$ cat src/rtl/stk_pkg.sv
package stk_pkg;
  typedef enum logic [1:0] {
    OP_PUSH    = 2'd0,
    OP_POP     = 2'd1,
    OP_FLUSH   = 2'd2,
    OP_RESTORE = 2'd3
  } stk_op_e;

  typedef enum logic [1:0] {
    S_IDLE,
    S_SPILL,
    S_FLUSH,
    S_REFILL
  } stk_state_e;
endpackage

$ cat src/rtl/stk_resident.sv
module stk_resident #(
  parameter int W   = 32,
  parameter int RES = 4,
  localparam int CW = $clog2(RES + 1)
) (
  input  logic          clk,
  input  logic          rst_ni,
  input  logic          push,
  input  logic          pop,
  input  logic          drop_old,
  input  logic          clear,
  input  logic [W-1:0]  wdata,
  output logic [CW-1:0] cnt,
  output logic [W-1:0]  top,
  output logic [W-1:0]  oldest
);
  // Slot 0 holds the oldest resident entry, slot cnt-1 the newest.
  logic [W-1:0]  slot_q [RES];
  logic [CW-1:0] cnt_q, cnt_d, cnt_b;
  logic          slot_en;

  assign cnt_b   = drop_old ? cnt_q - CW'(1) : cnt_q;
  assign slot_en = push | drop_old;

  for (genvar g = 0; g < RES; g++) begin : g_slot
    logic [W-1:0] shifted, nxt, q;
    if (g < RES - 1) begin : g_mid
      assign shifted = slot_q[g+1];
    end else begin : g_last
      assign shifted = q;
    end
    always_comb begin
      nxt = drop_old ? shifted : q;
      if (push && cnt_b == CW'(g)) nxt = wdata;
    end
    always_ff @(posedge clk) begin
      if (slot_en) q <= nxt;
    end
    assign slot_q[g] = q;
  end

  always_comb begin
    if (clear)     cnt_d = '0;
    else if (pop)  cnt_d = cnt_q - CW'(1);
    else if (push) cnt_d = cnt_b + CW'(1);
    else           cnt_d = cnt_b;
  end

  always_ff @(posedge clk or negedge rst_ni) begin
    if (!rst_ni) cnt_q <= '0;
    else         cnt_q <= cnt_d;
  end

  always_comb begin
    top = slot_q[0];
    for (int i = 0; i < RES; i++) begin
      if (cnt_q == CW'(i + 1)) top = slot_q[i];
    end
  end

  assign oldest = slot_q[0];
  assign cnt    = cnt_q;
endmodule

$ cat src/rtl/stk_ctrl.sv
module stk_ctrl
  import stk_pkg::*;
#(
  parameter int W   = 32,
  parameter int RES = 4,
  parameter int AW  = 7,
  parameter int XW  = 256,
  localparam int CW = $clog2(RES + 1)
) (
  input  logic          clk,
  input  logic          rst_ni,
  input  logic          cmd_valid,
  input  logic [1:0]    cmd_op,
  input  logic [W-1:0]  cmd_data,
  input  logic [AW-1:0] restore_depth,
  output logic          cmd_ready,
  input  logic [CW-1:0] res_cnt,
  input  logic [W-1:0]  res_top,
  input  logic [W-1:0]  res_old,
  output logic          rf_push,
  output logic          rf_pop,
  output logic          rf_drop,
  output logic          rf_clear,
  output logic [W-1:0]  rf_wdata,
  output logic          mem_req,
  output logic          mem_we,
  output logic [AW-1:0] mem_addr,
  output logic [XW-1:0] mem_wdata,
  input  logic          mem_ack,
  input  logic [XW-1:0] mem_rdata,
  output logic          pop_valid,
  output logic [W-1:0]  pop_data,
  output logic          pop_underflow,
  output logic [AW-1:0] depth
);
  stk_state_e    st_q, st_d;
  logic [AW-1:0] mp_q, mp_d;     // entries held in backing memory
  logic [AW-1:0] tot_q, tot_d;   // total stack depth
  logic [W-1:0]  pend_q;
  logic          pend_en;
  logic          pv_q, pv_d, uf_q, uf_d;
  logic [W-1:0]  pd_q, pd_d;
  logic          unused_pad;

  assign unused_pad = ^mem_rdata[XW-1:W];

  always_comb begin
    st_d = st_q; mp_d = mp_q; tot_d = tot_q; pend_en = 1'b0;
    rf_push = 1'b0; rf_pop = 1'b0; rf_drop = 1'b0; rf_clear = 1'b0;
    pv_d = 1'b0; pd_d = res_top; uf_d = 1'b0;
    mem_req = 1'b0; mem_we = 1'b0;
    unique case (st_q)
      S_IDLE: if (cmd_valid) begin
        unique case (cmd_op)
          OP_PUSH: begin
            if (res_cnt == CW'(RES)) begin
              st_d = S_SPILL; pend_en = 1'b1;
            end else begin
              rf_push = 1'b1; tot_d = tot_q + AW'(1);
            end
          end
          OP_POP: begin
            if (tot_q == '0) uf_d = 1'b1;
            else if (res_cnt != '0) begin
              rf_pop = 1'b1; pv_d = 1'b1; tot_d = tot_q - AW'(1);
            end else st_d = S_REFILL;
          end
          OP_FLUSH: if (res_cnt != '0) st_d = S_FLUSH;
          default: begin
            rf_clear = 1'b1; mp_d = restore_depth; tot_d = restore_depth;
          end
        endcase
      end
      S_SPILL: begin
        mem_req = 1'b1; mem_we = 1'b1;
        if (mem_ack) begin
          rf_drop = 1'b1; rf_push = 1'b1;
          mp_d = mp_q + AW'(1); tot_d = tot_q + AW'(1); st_d = S_IDLE;
        end
      end
      S_FLUSH: begin
        mem_req = 1'b1; mem_we = 1'b1;
        if (mem_ack) begin
          rf_drop = 1'b1; mp_d = mp_q + AW'(1);
          if (res_cnt == CW'(1)) st_d = S_IDLE;
        end
      end
      default: begin
        mem_req = 1'b1;
        if (mem_ack) begin
          pv_d = 1'b1; pd_d = mem_rdata[W-1:0];
          mp_d = mp_q - AW'(1); tot_d = tot_q - AW'(1); st_d = S_IDLE;
        end
      end
    endcase
  end

  assign rf_wdata  = (st_q == S_SPILL) ? pend_q : cmd_data;
  assign mem_addr  = (st_q == S_REFILL) ? mp_q - AW'(1) : mp_q;
  assign mem_wdata = XW'(res_old);
  assign cmd_ready = (st_q == S_IDLE);

  always_ff @(posedge clk or negedge rst_ni) begin
    if (!rst_ni) begin
      st_q <= S_IDLE; mp_q <= '0; tot_q <= '0; pv_q <= 1'b0; uf_q <= 1'b0;
    end else begin
      st_q <= st_d; mp_q <= mp_d; tot_q <= tot_d; pv_q <= pv_d; uf_q <= uf_d;
    end
  end

  always_ff @(posedge clk) begin
    if (pend_en) pend_q <= cmd_data;
    if (pv_d)    pd_q   <= pd_d;
  end

  assign pop_valid     = pv_q;
  assign pop_data      = pd_q;
  assign pop_underflow = uf_q;
  assign depth         = tot_q;
endmodule

$ cat src/rtl/stk_top.sv
module stk_top #(
  parameter int ENTRY_W    = 32,
  parameter int TREELET_W  = 14,
  parameter int RES_DEPTH  = 4,
  parameter int DEPTH_MAX  = 64,
  parameter int XFER_BYTES = 32,
  localparam int XW = XFER_BYTES * 8,
  localparam int AW = $clog2(DEPTH_MAX + 1),
  localparam int CW = $clog2(RES_DEPTH + 1)
) (
  input  logic                 clk,
  input  logic                 rst_n,
  input  logic                 cmd_valid,
  input  logic [1:0]           cmd_op,
  input  logic [ENTRY_W-1:0]   cmd_data,
  input  logic [AW-1:0]        restore_depth,
  output logic                 cmd_ready,
  output logic [AW-1:0]        depth,
  output logic                 pop_valid,
  output logic [ENTRY_W-1:0]   pop_data,
  output logic [TREELET_W-1:0] pop_treelet,
  output logic                 pop_underflow,
  output logic                 mem_req,
  output logic                 mem_we,
  output logic [AW-1:0]        mem_addr,
  output logic [XW-1:0]        mem_wdata,
  input  logic                 mem_ack,
  input  logic [XW-1:0]        mem_rdata
);
  logic [1:0]         rst_sync;
  logic               rst_ni;
  logic [CW-1:0]      res_cnt;
  logic [ENTRY_W-1:0] res_top, res_old, rf_wdata;
  logic               rf_push, rf_pop, rf_drop, rf_clear;

  always_ff @(posedge clk or negedge rst_n) begin
    if (!rst_n) rst_sync <= 2'b00;
    else        rst_sync <= {rst_sync[0], 1'b1};
  end
  assign rst_ni = rst_sync[1];

  stk_resident #(.W(ENTRY_W), .RES(RES_DEPTH)) u_res (
    .clk(clk), .rst_ni(rst_ni), .push(rf_push), .pop(rf_pop),
    .drop_old(rf_drop), .clear(rf_clear), .wdata(rf_wdata),
    .cnt(res_cnt), .top(res_top), .oldest(res_old)
  );

  stk_ctrl #(.W(ENTRY_W), .RES(RES_DEPTH), .AW(AW), .XW(XW)) u_ctrl (
    .clk(clk), .rst_ni(rst_ni), .cmd_valid(cmd_valid), .cmd_op(cmd_op),
    .cmd_data(cmd_data), .restore_depth(restore_depth), .cmd_ready(cmd_ready),
    .res_cnt(res_cnt), .res_top(res_top), .res_old(res_old),
    .rf_push(rf_push), .rf_pop(rf_pop), .rf_drop(rf_drop), .rf_clear(rf_clear),
    .rf_wdata(rf_wdata), .mem_req(mem_req), .mem_we(mem_we), .mem_addr(mem_addr),
    .mem_wdata(mem_wdata), .mem_ack(mem_ack), .mem_rdata(mem_rdata),
    .pop_valid(pop_valid), .pop_data(pop_data), .pop_underflow(pop_underflow),
    .depth(depth)
  );

  assign pop_treelet = pop_data[ENTRY_W-1 -: TREELET_W];
endmodule

$ cat config.mk
export PLATFORM = sky130hd
export DESIGN_NAME = stk_top
export DESIGN_NICKNAME = d
export VERILOG_FILES = /design/src/rtl/stk_pkg.sv /design/src/rtl/stk_resident.sv /design/src/rtl/stk_ctrl.sv /design/src/rtl/stk_top.sv
export SDC_FILE = /design/constraint.sdc
export NUM_CORES = 1
export LEC_CHECK = 0
export BUFFER_PORTS_ARGS = -buffer_cell sky130_fd_sc_hd__buf_2
export CORE_AREA = 2 2 244 246
export CTS_CLUSTER_SIZE = 10
export DETAILED_ROUTE_END_ITERATION = 8
export DIE_AREA = 0 0 246 248
export PLACE_DENSITY = 0.41
export SYNTH_ARGS = -nofsm -noshare
export SYNTH_HDL_FRONTEND = slang
export SYNTH_SLANG_ARGS = --single-unit
export TNS_END_PERCENT = 100
$ cat constraint.sdc
create_clock -name clk -period 1.8 [get_ports clk]
set_clock_uncertainty 0.1 [all_clocks]
set_input_delay 0.09 -clock clk [delete_from_list [all_inputs] [get_ports clk]]
set_output_delay 0.09 -clock clk [all_outputs]
set_load 0.01 [all_outputs]
# == Word level (Yosys, flattened, before mapping) ==
# Index checks and enable logic that the tools add are counted.
# word_totals
ff_bits,215
# classes
add_sub_neg,6
n_eq_ne,26
muxes,65
bitwise_logic,2
n_reduce_logical,23
# op_table
operator,n
2-to-1 mux 32 bit,12
2-to-1 mux 7 bit,11
case mux 7 bit (3 select lines),2
2-to-1 mux 1 bit,23
2-to-1 mux 2 bit,8
adder 7 x 1 -> 7 bit (second input constant),2
case mux 7 bit (2 select lines),1
subtractor 7 x 1 -> 7 bit (second input constant),2
== test 3 x 2 -> 1 bit (second input constant),4
2-to-1 mux 3 bit,4
inequality test 2 bit (second input constant),5
inequality test 3 x 2 -> 1 bit (second input constant),3
inequality test 3 bit (second input constant),3
AND reduction 9 bit,1
AND reduction 2 bit,4
AND reduction 8 bit,1
nonzero test 2 bit,4
zero test 7 bit,1
== test 2 bit (second input constant),3
== test 3 x 1 -> 1 bit (second input constant),2
case mux 2 bit (3 select lines),1
OR reduction 3 bit,2
== test 2 x 1 -> 1 bit (second input constant),2
logical AND 1 bit,4
14 further kinds,17

# == Logic depth before layout (Yosys ltp) ==
# logic_depth
ltp_word,8
mapped_depth,12
ltp_nobuf,9

# == By module ==
# From an unflattened synthesis, not the netlist that was laid out.
# hier_totals
hier_cells,1136
area_unflattened_um2,13396.6
# modules_own_cells
module,n_inst,cells_each,area_each_um2,seq_area_each_um2
stk_resident,1,501,6881.6,3918.8
stk_ctrl,1,618,6356.1,2372.3
stk_top,1,17,158.9,50.0

# == Worst setup path after synthesis ==
# Ideal clock, no wire load.
# synth_path
kind,reg2reg
from,register u_ctrl.st_q[0]
to,"register u_ctrl.pd_q[0], in the netlist u_ctrl.pop_data[0], enable pin"
arrival_ns,3.652
required_time_ns,1.232
path_slack_ns,-2.419
stages_incl_launch_ff,7
synth_period_minus_slack_ns,4.219
cell_sequence,dfrtp_1 > inv_1 > ha_1 > buf_4 > nand3_1 > nand3b_2 > o21ai_0
# synth_lines
element,line,text
"start, declared",stk_ctrl.sv:36,"stk_state_e st_q, st_d;"
"start signal, assigned",stk_ctrl.sv:107,st_q <= st_d; mp_q <= mp_d; tot_q <= tot_d; pv_q <= pv_d; uf_q <= uf_d;
zero test 2 bit,--,
net cmd_ready,stk_top.sv:17,"output logic cmd_ready,"
case mux 1 bit (2 select lines),stk_ctrl.sv:52,unique case (st_q)
net u_ctrl.pv_d,stk_ctrl.sv:41,"logic pv_q, pv_d, uf_q, uf_d;"
"end signal, assigned",stk_ctrl.sv:113,if (pv_d) pd_q <= pd_d;
"end, declared",stk_ctrl.sv:42,"logic [W-1:0] pd_q, pd_d;"
# The timed path passes the listed nets, and every way through them passes these cells.
# A chain may end at the register's enable or synchronous reset.

# == Worst setup path after layout ==
# layout_path
from,register u_ctrl.st_q[1]
to,"register u_res.g_slot[0].q[26], in the netlist u_res.oldest[26], enable pin"
# layout_between
elab_chain_len,8
# layout_lines
element,line,text
== test 2 bit / == test 2 x 1 -> 1 bit (equally long branches),stk_ctrl.sv:52,
OR reduction 2 bit (no line),--,
2-to-1 mux 1 bit,--,
2-to-1 mux 3 bit,stk_resident.sv:22,assign cnt_b = drop_old ? cnt_q - CW'(1) : cnt_q;
zero test 3 bit,stk_resident.sv:34,if (push && cnt_b == CW'(g)) nxt = wdata;
logical AND 1 bit,stk_resident.sv:34,
nonzero test 2 bit (no line),--,
AND reduction 2 bit (no line) *,--,
"end signal, assigned",stk_resident.sv:37,if (slot_en) q <= nxt;
"end, declared",stk_resident.sv:26,"logic [W-1:0] shifted, nxt, q;"
# Mark *: on every way between the ends. The rest lies on a longest branch, timed or not.

==> key figures <==
Timing
  • Fmax achieved: between 0.4 and 0.5 GHz
  • Final period util: 127%
  • Final Slew Violations: 0
  • Final Hold Slack: between 100 and 150 ps
  • RSZ-0062 raised after global routing: yes
  • Final worst slack: -490 ps
  • Setup Viol. Count Final: roughly 350
  • Hold Vio Cnt, Final: 0
  • Min cycle time layout: about 2300 ps

Drt
  • Routed len/inst: roughly 16 um
  • DR pass1 iterations: 4
  • Vias: about 9400
  • Drc violations: 0
  • Avg Vias per Cell: just under 4
  • Drt initial violations: 471
  • Final antenna-violating net count: 0
  • Post-Route WL: a little under 40 mm

Floorplanning
  • IO Pins: 622
  • Die Y: around 250 um
  • Starting Density: between 20 and 25%
  • Row count: 89
  • Die ar.: about 61000 um^2
  • Die X: about 250 um
  • Core box area: between 50000 and 60000 um^2

Pwr
  • PwrDens: between 1500 and 2000 nW/um^2
  • LEAKAGE: ~8.0 nW
  • Worst vdd ir: about 0.00085 V

GRT
  • Largest net degree at the start of global routing: 35
  • Total grt overflow: 0
  • GRT Total Usage: about an eighth
  • Vias in the first global route: slightly below 9000
  • GRT met3 Usage: 2.55%
  • Most used routing layer: met2
  • Initial antenna violation count: 0
  • GRT met2 Usage: 19.5%
  • First-pass GRT wire length: 54.6 mm
  • M1 GR Usage: between 15 and 20%

CTS
  • Clk sinks: 215
  • Later-pin clock latency in the skew report: 580 ps
  • H-tree Lvls: 1
  • CTS buffer count: 29
  • CTS tree: done
  • Worst-case clock buffer depth: 3
  • CTS Root Cell: clkbuf_16
  • Worst-path clk slew: 60 ps

Worst setup path
  • Reg-to-reg endpoint: u_res.oldest[26]
  • Slowest library cell on the worst path: dfrtp_1
  • CP required: ~2000 ps
  • Most common cell type on the critical path: buf_12
  • Crit-path cells: inv_2, ha_4, nand2_8, mux2_4, buf_6, ha_4, nand3_4, buf_12, nand2_8, buf_12, buf_12
  • Top delay family on crit path: buffers and inverters
  • RR Startpoint: u_ctrl.st_q[1]
  • Crit Path Category: reg -> reg
  • Crit Path Max Fanout: 6
  • CP Data Arrival Time: 2520 ps
  • Setup crit end kind: flop
  • Max incr delay on CP: approximately 360 ps
  • Reg2Reg Depth: 11
  • Setup slack, reg-to-reg: -490 ps
  • Buf/Inv on CP: 5
  • Nature of the critical path startpoint: flop

Logic synthesis
  • Ys flop type: edfxtp_1
  • Top-area cell type share of the netlist area: between 40% and 50%
  • Synth unique cells: 60
  • Synth Area per Inst: ~11 um^2
  • Async SR Flop Fraction: 10.7%
  • Post-synthesis sequential area ratio: approximately half
  • Syn Inst Count: between 1000 and 1500
  • Yosys reg bits: ~220
  • Largest cells by area after synthesis: edfxtp_1 46%, buf_4 15%, mux2i_1 5.4%, dfrtp_1 4.6%, o21ai_1 3.8%
  • Synth area leader: edfxtp_1
  • Number of synthesized flops with an enable pin: 192
  • Netlist Area Pre-Place: around 13000 um^2
  • YS warnings: 0

Job
  • Max_cap viols: 0

Finish
  • Final instance area: 18800 um^2
  • Layout area overhead: 49.3%
  • Diodes inserted: 0
  • Utilization after layout: roughly 32%
  • Commonest cells after routing, fill and taps aside: 225 x conb_1, 192 x edfxtp_1, 173 x buf_2
  • Share of layout cells above drive strength 1: 40.3%
  • Most common cell after layout, fill and taps aside: conb_1
  • Nets@finish: slightly below 2000

Worst hold path
  • HP Class: reg -> async

Run status
  • Status: finished with violations
  • Failing checks: setup timing

Placement
  • Placed cell areas: approximately 15000 um^2
  • GPL Wtd Cong: about 0.8
  • Detailed-placement wirelength estimate: around 25 mm
  • Port Buffers: 173
## logic make-up (layout without fill, tap and decap cells)
group	count (synthesis)	in the layout	synth area share, %
muxes	73	73	5.90
AOI/OAI and AO/OA	260	260	12.1
other	2	225	0.0595
buffers and inverters	348	580	19.4
xor gates and xnor gates	17	17	1.24
DFF	215	215	50.2
adders and majority gates	23	23	2.28
and+or+nand+nor	252	256	8.81
## metal layers
layer  vias up  routed length [um]  share of wire, %
met5         -                   0                 0
met2       285               18500                48
met3        40                2210               5.7
met4         0                 518               1.3
met1      4518               17500                45
li1       4602                   -                 -
## per-stage QoR
stage               total power [mW]  setup WS, ps  setup TNS (ps)  std cells
global placement                21.8          -472         -100700       2215
global route                    33.8          -560         -153460       2422
floorplan                       16.5          -571         -123130       1413
finish                          31.8          -490         -125000       2422
detailed placement              21.9          -464         -101340       2215
CTS                             30.1          -475         -120860       2386
## state kept, by name (all words and copies together) (netlist names)
name / cells
u_res.g_slot.shifted: 96
rst_sync: 2
u_ctrl.pop_underflow: 1
u_ctrl.depth: 7
u_res.oldest: 32
u_ctrl.pend_q: 32
u_ctrl.pop_data: 32
u_ctrl.pop_valid: 1
u_ctrl.mp_q: 7
u_res.cnt: 3
u_ctrl.st_q: 2
## worst max-delay path by stage
stage,startpoint,slack (ps),depth (start not counted),end
after floorplan,u_ctrl.st_q[1],-570,9,u_res.g_slot[2].shifted[0]
after global placement,u_ctrl.st_q[1],-470,8,u_res.g_slot[1].shifted[8]
after detailed placement,u_ctrl.st_q[0],-460,8,u_res.g_slot[1].shifted[5]
after CTS,u_ctrl.st_q[0],-480,7,mem_addr[4]
after global routing,u_ctrl.st_q[1],-560,10,u_res.g_slot[0].shifted[24]
final,u_ctrl.st_q[1],-490,11,u_res.oldest[26]
## final cells by class
cell class,instances,area (um^2)
Sequential cell,215,6340
Fill cell,5965,39600
Clock buffer,34,744
Timing Repair Buffer,486,4670
Inverter,47,181
Tap cell,773,967
Clock inverter,13,156
Multi-Input combinational cell,854,5780
## worst reg2reg max path, delay by kind of cell, from the launching register on
kind / cells / cell delay, ps
muxes: 1 / 330
adders and majority gates: 2 / 450
and+or+nand+nor: 3 / 210
buffers and inverters: 5 / 600
DFF: 1 / 360
## cells in the mapped netlist (all sizes together) (2+ instances only)
cell type	instances
a211oi	32
a21oi	81
a221oi	5
a22oi	3
a311oi	2
and2	3
and3	6
buf	286
clkbuf	15
conb	2
dfrtp	23
edfxtp	192
ha	23
inv	47
mux2	5
mux2i	68
nand2	123
nand2b	5
nand3	17
nand4	2
nor2	84
nor2b	3
nor3	2
nor4	3
o21a	4
o21ai	118
o22a	2
o22ai	2
o31ai	3
xnor2	11
xor2	6
## repair_timing
item	CTS	global route
cloned	19	11
setup endpoints to repair	349	350
gates resized for setup	94	163
hold buffers	75	0
buffers inserted	32	30
pin swaps	27	55
endpoints found under the hold margin	212	0
## report_power, final
part,total (mW),leakage (nW),internal [mW],switching [mW]
registers,8.75,2.04,7.78,0.973
clock network,5.57,0.438,3.35,2.22
logic,17.5,5.51,8.65,8.80
total,31.8,7.99,19.8,12.0
Note: power is estimated with default switching activity, not from simulation.
